**src/rtl/wkt_pkg.sv**
```systemverilog
package wkt_pkg;

  localparam int unsigned ADDR_W = 2;

  typedef enum logic [ADDR_W-1:0] {
    REG_CTRL   = 2'd0,
    REG_RELOAD = 2'd1,
    REG_STAT   = 2'd2,
    REG_SPARE  = 2'd3
  } wkt_reg_e;

  localparam int unsigned CTRL_RUN_BIT  = 0;
  localparam int unsigned CTRL_IE_BIT   = 1;
  localparam int unsigned CTRL_SEL_LSB  = 2;
  localparam int unsigned SEL_W         = 3;
  localparam int unsigned STAT_WROK_BIT = 0;
  localparam int unsigned STAT_FLAG_BIT = 1;

  typedef logic [SEL_W-1:0] wkt_sel_t;

endpackage

```
**src/rtl/wkt_prescale.sv**
```systemverilog
module wkt_prescale
  import wkt_pkg::*;
#(
  parameter int unsigned PRE_W = 4
) (
  input  logic     clk,
  input  logic     rst_n,
  input  logic     run,
  input  logic     sec_tick,
  input  wkt_sel_t sel,
  output logic     tick
);

  localparam int unsigned IDX_W = (PRE_W > 1) ? $clog2(PRE_W) : 1;

  logic [PRE_W-1:0] pre_q, pre_d;
  logic [PRE_W-1:0] div_hit;
  logic [IDX_W-1:0] div_idx;

  // div_hit[k] fires once every 2^(k+1) cycles, measured from the enabling edge
  for (genvar gi = 0; gi < PRE_W; gi++) begin : g_div
    assign div_hit[gi] = &pre_q[gi:0];
  end

  always_comb begin
    div_idx = IDX_W'(PRE_W - 1) - IDX_W'(sel[1:0]);
    tick    = run & (sel[2] ? sec_tick : div_hit[div_idx]);
  end

  always_comb begin
    if (run) pre_d = pre_q + 1'b1;
    else     pre_d = '0;
  end

  always_ff @(posedge clk or negedge rst_n) begin
    if (!rst_n) pre_q <= '0;
    else        pre_q <= pre_d;
  end

  // the fastest divided source never ticks on two cycles in a row
  p_div2_spacing_r1: assert property (@(posedge clk) disable iff (!rst_n)
    (run && !sel[2] && sel[1:0] == 2'b11 && tick) |=> !tick);

endmodule

```
**src/rtl/wkt_count.sv**
```systemverilog
module wkt_count #(
  parameter int unsigned CNT_W = 16
) (
  input  logic             clk,
  input  logic             rst_n,
  input  logic             start,
  input  logic             run,
  input  logic             tick,
  input  logic             ext,
  input  logic [CNT_W-1:0] reload,
  output logic             wake
);

  localparam int unsigned FULL_W = CNT_W + 1;

  logic [FULL_W-1:0] cnt_q, cnt_d, eff;
  logic              cnt_en;
  logic              at_zero;

  always_comb begin
    eff     = {ext, reload};
    at_zero = (cnt_q == '0);
    wake    = run & tick & at_zero;
    cnt_en  = start | (run & tick);
    if (start || at_zero) cnt_d = eff;
    else                  cnt_d = cnt_q - 1'b1;
  end

  always_ff @(posedge clk or negedge rst_n) begin
    if (!rst_n)      cnt_q <= '0;
    else if (cnt_en) cnt_d_hold: cnt_q <= cnt_d;
  end

  // while running, the count never exceeds the (possibly extended) period
  p_cnt_bound_r3: assert property (@(posedge clk) disable iff (!rst_n)
    run |-> (cnt_q <= eff));

  // the count moves only on ticks of the selected source
  p_cnt_idle_r4: assert property (@(posedge clk) disable iff (!rst_n)
    (run && !tick) |=> $stable(cnt_q));

endmodule

```
**src/rtl/wkt_regs.sv**
```systemverilog
module wkt_regs
  import wkt_pkg::*;
#(
  parameter int unsigned CNT_W = 16
) (
  input  logic              clk,
  input  logic              rst_n,
  input  logic              wr_en,
  input  logic [ADDR_W-1:0] wr_addr,
  input  logic [CNT_W-1:0]  wr_data,
  input  logic [ADDR_W-1:0] rd_addr,
  output logic [CNT_W-1:0]  rd_data,
  input  logic              wake,
  output logic              run,
  output logic              start,
  output logic              ie,
  output wkt_sel_t          sel,
  output logic              ext_d,
  output logic [CNT_W-1:0]  reload_d,
  output logic              flag,
  output logic              wr_ok
);

  localparam int unsigned SETTLE = 2;

  logic              run_q, run_d;
  logic              ie_q, ie_d;
  wkt_sel_t          sel_q, sel_d;
  logic [CNT_W-1:0]  reload_q;
  logic              flag_q, flag_d, flag_en;
  logic [SETTLE-1:0] idle_q, idle_d;
  logic              wr_ctrl, wr_rel, wr_stat, clr_req;

  always_comb begin
    wr_ctrl = wr_en && (wr_addr == REG_CTRL);
    wr_rel  = wr_en && (wr_addr == REG_RELOAD);
    wr_stat = wr_en && (wr_addr == REG_STAT);
    clr_req = wr_stat && !wr_data[STAT_FLAG_BIT];

    run_d    = wr_ctrl ? wr_data[CTRL_RUN_BIT] : run_q;
    ie_d     = wr_ctrl ? wr_data[CTRL_IE_BIT]  : ie_q;
    sel_d    = (wr_ctrl && wr_ok) ? wr_data[CTRL_SEL_LSB +: SEL_W] : sel_q;
    reload_d = (wr_rel  && wr_ok) ? wr_data : reload_q;
    ext_d    = sel_d[2] & sel_d[1];
    start    = wr_ctrl && wr_data[CTRL_RUN_BIT] && !run_q;

    // settle chain: cleared with the run bit, refilled one stage per edge
    if (run_d) idle_d = '0;
    else       idle_d = {idle_q[SETTLE-2:0], 1'b1};

    // hardware wakeup takes priority over a software clear
    flag_en = wake | clr_req;
    flag_d  = wake;
  end

  always_ff @(posedge clk or negedge rst_n) begin
    if (!rst_n) begin
      run_q    <= 1'b0;
      ie_q     <= 1'b0;
      sel_q    <= '0;
      reload_q <= '1;
      idle_q   <= '1;
    end else begin
      run_q    <= run_d;
      ie_q     <= ie_d;
      sel_q    <= sel_d;
      reload_q <= reload_d;
      idle_q   <= idle_d;
    end
  end

  always_ff @(posedge clk or negedge rst_n) begin
    if (!rst_n)       flag_q <= 1'b0;
    else if (flag_en) flag_q <= flag_d;
  end

  always_comb begin
    run   = run_q;
    ie    = ie_q;
    sel   = sel_q;
    flag  = flag_q;
    wr_ok = idle_q[SETTLE-1];
  end

  always_comb begin
    rd_data = '0;
    case (wkt_reg_e'(rd_addr))
      REG_CTRL: begin
        rd_data[CTRL_RUN_BIT]                = run_q;
        rd_data[CTRL_IE_BIT]                 = ie_q;
        rd_data[CTRL_SEL_LSB +: SEL_W]       = sel_q;
      end
      REG_RELOAD: rd_data = reload_q;
      REG_STAT: begin
        rd_data[STAT_WROK_BIT] = wr_ok;
        rd_data[STAT_FLAG_BIT] = flag_q;
      end
      default: rd_data = '0;
    endcase
  end

  // writing is never reported as allowed while running
  p_wrok_busy_r5: assert property (@(posedge clk) disable iff (!rst_n)
    run_q |-> !wr_ok);

  // one edge after the run bit drops, writing becomes allowed
  p_wrok_settle_r5: assert property (@(posedge clk) disable iff (!rst_n)
    $fell(run_q) |=> (wr_ok || run_q));

  // protected fields hold while writing is not allowed
  p_cfg_hold_r6: assert property (@(posedge clk) disable iff (!rst_n)
    !wr_ok |=> ($stable(reload_q) && $stable(sel_q)));

  // the flag stays set unless software writes 0 to it
  p_flag_sticky_r8: assert property (@(posedge clk) disable iff (!rst_n)
    (flag_q && !(wr_stat && !wr_data[STAT_FLAG_BIT])) |=> flag_q);

endmodule

```
**src/rtl/wkt_top.sv**
```systemverilog
module wkt_top
  import wkt_pkg::*;
#(
  parameter int unsigned CNT_W = 16,
  parameter int unsigned PRE_W = 4
) (
  input  logic              clk_rtc,
  input  logic              rst_n,
  input  logic              sec_tick_i,
  input  logic              wr_en_i,
  input  logic [ADDR_W-1:0] wr_addr_i,
  input  logic [CNT_W-1:0]  wr_data_i,
  input  logic [ADDR_W-1:0] rd_addr_i,
  output logic [CNT_W-1:0]  rd_data_o,
  output logic              irq_o
);

  localparam int unsigned RS_DEPTH = 2;

  logic [RS_DEPTH-1:0] rs_q;
  logic                rst_s;

  // asynchronous assertion, synchronous release
  always_ff @(posedge clk_rtc or negedge rst_n) begin
    if (!rst_n) rs_q <= '0;
    else        rs_q <= {rs_q[RS_DEPTH-2:0], 1'b1};
  end
  assign rst_s = rs_q[RS_DEPTH-1];

  logic             run, start, ie, ext_d, flag, wr_ok, tick, wake;
  wkt_sel_t         sel;
  logic [CNT_W-1:0] reload_d;

  wkt_regs #(.CNT_W(CNT_W)) u_regs (
    .clk      (clk_rtc),
    .rst_n    (rst_s),
    .wr_en    (wr_en_i),
    .wr_addr  (wr_addr_i),
    .wr_data  (wr_data_i),
    .rd_addr  (rd_addr_i),
    .rd_data  (rd_data_o),
    .wake     (wake),
    .run      (run),
    .start    (start),
    .ie       (ie),
    .sel      (sel),
    .ext_d    (ext_d),
    .reload_d (reload_d),
    .flag     (flag),
    .wr_ok    (wr_ok)
  );

  wkt_prescale #(.PRE_W(PRE_W)) u_pre (
    .clk      (clk_rtc),
    .rst_n    (rst_s),
    .run      (run),
    .sec_tick (sec_tick_i),
    .sel      (sel),
    .tick     (tick)
  );

  wkt_count #(.CNT_W(CNT_W)) u_cnt (
    .clk    (clk_rtc),
    .rst_n  (rst_s),
    .start  (start),
    .run    (run),
    .tick   (tick),
    .ext    (ext_d),
    .reload (reload_d),
    .wake   (wake)
  );

  assign irq_o = flag & ie;

  // a completed period is visible in the flag on the next cycle
  p_wake_flag_r4: assert property (@(posedge clk_rtc) disable iff (!rst_s)
    wake |=> flag);

  // no tick reaches the counter while stopped
  p_no_tick_idle_r1: assert property (@(posedge clk_rtc) disable iff (!rst_s)
    !run |-> !wake);

endmodule

```
**config.mk**
```make
export PLATFORM = sky130hd
export DESIGN_NAME = wkt_top
export DESIGN_NICKNAME = d
export VERILOG_FILES = /design/src/rtl/wkt_pkg.sv /design/src/rtl/wkt_prescale.sv /design/src/rtl/wkt_count.sv /design/src/rtl/wkt_regs.sv /design/src/rtl/wkt_top.sv
export SDC_FILE = /design/constraint.sdc
export NUM_CORES = 1
export LEC_CHECK = 0
export BUFFER_PORTS_ARGS = -buffer_cell sky130_fd_sc_hd__buf_2
export CAP_MARGIN = 5
export CORE_ASPECT_RATIO = 0.7
export CORE_MARGIN = 2
export CORE_UTILIZATION = 50
export CTS_CLUSTER_DIAMETER = 30
export DETAILED_ROUTE_END_ITERATION = 10
export GPL_ROUTABILITY_DRIVEN = 0
export PLACE_DENSITY = 0.75
export SETUP_SLACK_MARGIN = 0.3
export SLEW_MARGIN = 5
export SYNTH_ARGS = -nofsm -noshare
export SYNTH_HDL_FRONTEND = slang
export SYNTH_SLANG_ARGS = --single-unit
```
**constraint.sdc**
```tcl
create_clock -name clk_rtc -period 1.3 [get_ports clk_rtc]
set_input_delay 0.26 -clock clk_rtc [delete_from_list [all_inputs] [get_ports clk_rtc]]
set_output_delay 0.26 -clock clk_rtc [all_outputs]
set_load 0.02 [all_outputs]
```
==> metrics <==
total iterations of the first detailed-routing run 6; Post-synth top flop dfrtp_1; Chip Width 90.0 um; Clock Path Buffers 2; Overflow after GRT 0; unrepaired setup endpoints after global routing yes; CTS tree built; most used cell, CP buf_4; critical-path cell list buf_4, or2_4, buf_4, nor4_1, o211ai_1, mux2i_1, o2bb2ai_1; synthesized cell area approximately 2600 um2; Finish-stage setup viols 51; kind of critical path flip-flop to flip-flop; Crit path required time 1.52 ns; Slowest cell on crit path dfrtp_1; worst hold path class flip-flop to async pin; first-pass GRT wire length around 15000 um; critical path depth 7; clk_lat worst skew approximately 0.32 ns; clock skew roughly 0.024 ns; fmax 0.470 GHz; num ports 41; Num CTS Buffers 5; GRT busiest layer met2; Avg WL per Cell about 25 um; r2r setup slk -0.83 ns; Rows 21; Core Box Area 4890 um2; Nets about 400; Bufs and invs on worst path 2; largest cells by area after synthesis dfrtp_1, dfstp_2, mux2_2, mux2i_1, and2_1; die area about 5800 um2; count of cell types in the netlist 54; Critical Path Start Type flip-flop; Post-DRT Antenna Nets 0; crit path DAT 2.35 ns; worst setup path startpoint u_cnt.cnt_q[7]; initial antenna violation count 0; Non-Filler Instances between 400 and 500; Leak 1.93 nW; Max Fanout on Critical Path 3; hold_ws 0.196 ns; ys async rst share between 90% and 100%; Post-Layout Inst Area between 4000 and 5000 um2; Reg-to-Reg Start u_cnt.cnt_q[7]; critical path's top delay family simple AND/OR/NAND/NOR gates; GRT Overall Usage between 30% and 40%; CTS H-tree depth 2; endpoint class of the critical path flip-flop; Inst Count DP just over 400; DRT Wirelength approximately 11000 um; share of cells above drive strength 1 between 60 and 70%; vias in the first global route 2694; post-synthesis sequential area ratio between 40% and 50%; routed via count approximately 3000; Syn. warnings 0; R2R Path End u_cnt.cnt_q[13]; met3 Usage GRT between 5 and 6%; Setup WS post-layout -0.826 ns; post-synthesis net count approximately 270; Pins Over Slew Limit 0; clock sinks 47; Post-synth EDFFs 0; power per cell area 1720 nW/um2; Placed Area 3470 um2; Worst Setup EP u_cnt.cnt_q[13]; max-cap violation count 0; drt drc 0; worst vdd ir around 1 mV; largest net degree at the start of global routing 23; Final Hold Viols 0; Synth top area share 28.1%; root buffer cell clkbuf_8; fin util 85.5%; worst-case reg-to-reg path depth 7; Vias/cell between 6 and 7; synthesized instance count around 250; dpl hpwl slightly below 6000 um; Initial Utilization about 53%; met1 GRT Util between 40% and 50%; post-synth top area cell dfrtp_1; GR Layer Usage met2 55.8%; clock-pin slew on the worst setup and hold paths around 0.11 ns; post-synthesis register bit count 47; CP peak stage delay approximately 0.39 ns; DR iter-0 viols a little under 500; syn avg cell area between 10 and 15 um2; min Tclk post-route around 2.1 ns; status finished, violations left; area grow syn2layout 61.5%; Port Buffer Count 40; die height roughly 64 um; Tcrit/Tclk final 164%; ant diodes 0; failing checks negative setup slack
-- per-layer routing --
| metal | wire (um) | vias up | share of wire, % |
|---|---|---|---|
| met2 | 4890 | 302 | 43 |
| met3 | 1520 | 82 | 13 |
| met4 | 608 | 0 | 5.4 |
| li1 | - | 1156 | - |
| met5 | 0 | - | 0 |
| met1 | 4240 | 1457 | 38 |
-- state kept, by name, summed over array words and instances, names as in the netlist --
name,flops
u_regs.idle_q,2
u_regs.reload_q,16
rs_q,2
u_regs.flag,1
u_regs.run,1
u_regs.sel,3
u_cnt.cnt_q,17
u_pre.pre_q,4
u_regs.ie,1
-- Yosys cell counts (all sizes together) (4+ instances only) --
cell type,count
dfrtp,29
mux2,19
dfstp,18
and2,17
mux2i,16
nor2,14
nand2,13
o21ai,13
inv,11
a21oi,7
clkbuf,7
nand3,6
nor3,6
o211ai,6
buf,5
nor4,5
a22oi,4
a311oi,4
ha,4
o22ai,4
or2,4
-- area by class of cell --
class / instances / area [um2]
Clock buffer: 6 / 82.6
Clock inverter: 2 / 13.8
Fill cell: 197 / 709
Inverter: 11 / 41.3
Multi-Input combinational cell: 176 / 1660
Sequential cell: 47 / 1200
Tap cell: 69 / 86.3
Timing Repair Buffer: 133 / 1100
-- worst reg2reg max path: stages, from the launching register on --
cell and delay [ns]:
dfrtp_1 0.39, buf_4 0.14, or2_4 0.27, buf_4 0.16, nor4_1 0.39, o211ai_1 0.28, mux2i_1 0.18, o2bb2ai_1 0.25
-- cell families after synthesis --
| group | Yosys count | synth area share, % |
|---|---|---|
| and+or+nand+nor | 87 | 20.2 |
| AOI/OAI and AO/OA | 48 | 12.7 |
| adders and majority gates | 4 | 1.94 |
| other | 1 | 0.145 |
| buffers and inverters | 23 | 3.92 |
| DFF | 47 | 46.3 |
| muxes | 35 | 14.5 |
| xor gates and xnor gates | 1 | 0.339 |
-- stage by stage --
stage / worst slack [ns] / TNS (ns) / power (mW)
finish: -0.826 / -17.87 / 7.18
global route: -0.867 / -19.23 / 7.36
CTS: -0.748 / -13.92 / 6.40
detailed placement: -0.771 / -13.01 / 4.99
global placement: -0.681 / -11.23 / 4.88
floorplan: -0.693 / -11.62 / 3.70
-- power breakdown --
part	leakage, nW	internal, mW	switching, mW
logic	1.33	1.86	1.81
clock network	0.0516	0.437	0.578
registers	0.542	2.01	0.494
total	1.93	4.30	2.88
-- placed cells by master, fill, tap and decap left out, types with 4 or more instances in the layout --
| cell type | count |
|---|---|
| buf_4 | 74 |
| buf_6 | 32 |
| dfrtp_1 | 26 |
| buf_2 | 23 |
| dfstp_2 | 18 |
| and2_4 | 16 |
| mux2_2 | 14 |
| mux2i_1 | 11 |
| nand2_1 | 10 |
| inv_1 | 8 |
| nor2_1 | 8 |
| o211ai_1 | 6 |
| o21ai_0 | 6 |
| clkbuf_8 | 6 |
| nor2_2 | 5 |
| mux2_4 | 5 |
| a21oi_1 | 5 |
| nor3_1 | 5 |
| nand3_1 | 4 |
| ha_4 | 4 |
-- how the worst min path moves through the flow --
stage | depth (start not counted) | to | from | slack (ns)
3_3_place_gp | 1 | rs_q[0] | rst_n | 0.05
2_1_floorplan | 0 | rs_q[0] | rst_n | -0.04
4_1_cts | 0 | u_pre.pre_q[2] | rs_q[1] | 0.21
5_1_grt | 2 | u_regs.reload_q[14] | wr_data_i[14] | 0.21
3_5_place_dp | 1 | rs_q[0] | rst_n | 0.05
6_report | 0 | u_cnt.cnt_q[14] | rs_q[1] | 0.20
-- repair_timing --
item                       4_1_cts  5_1_grt
setup endpoints to repair       57       59
gates resized for setup         66       41
buffers inserted                13       10
pin swaps                       22       10
hold buffers                     1        0
gates cloned                     0        2
hold endpoints to repair         2        0
(Power assumes the default switching activity.)
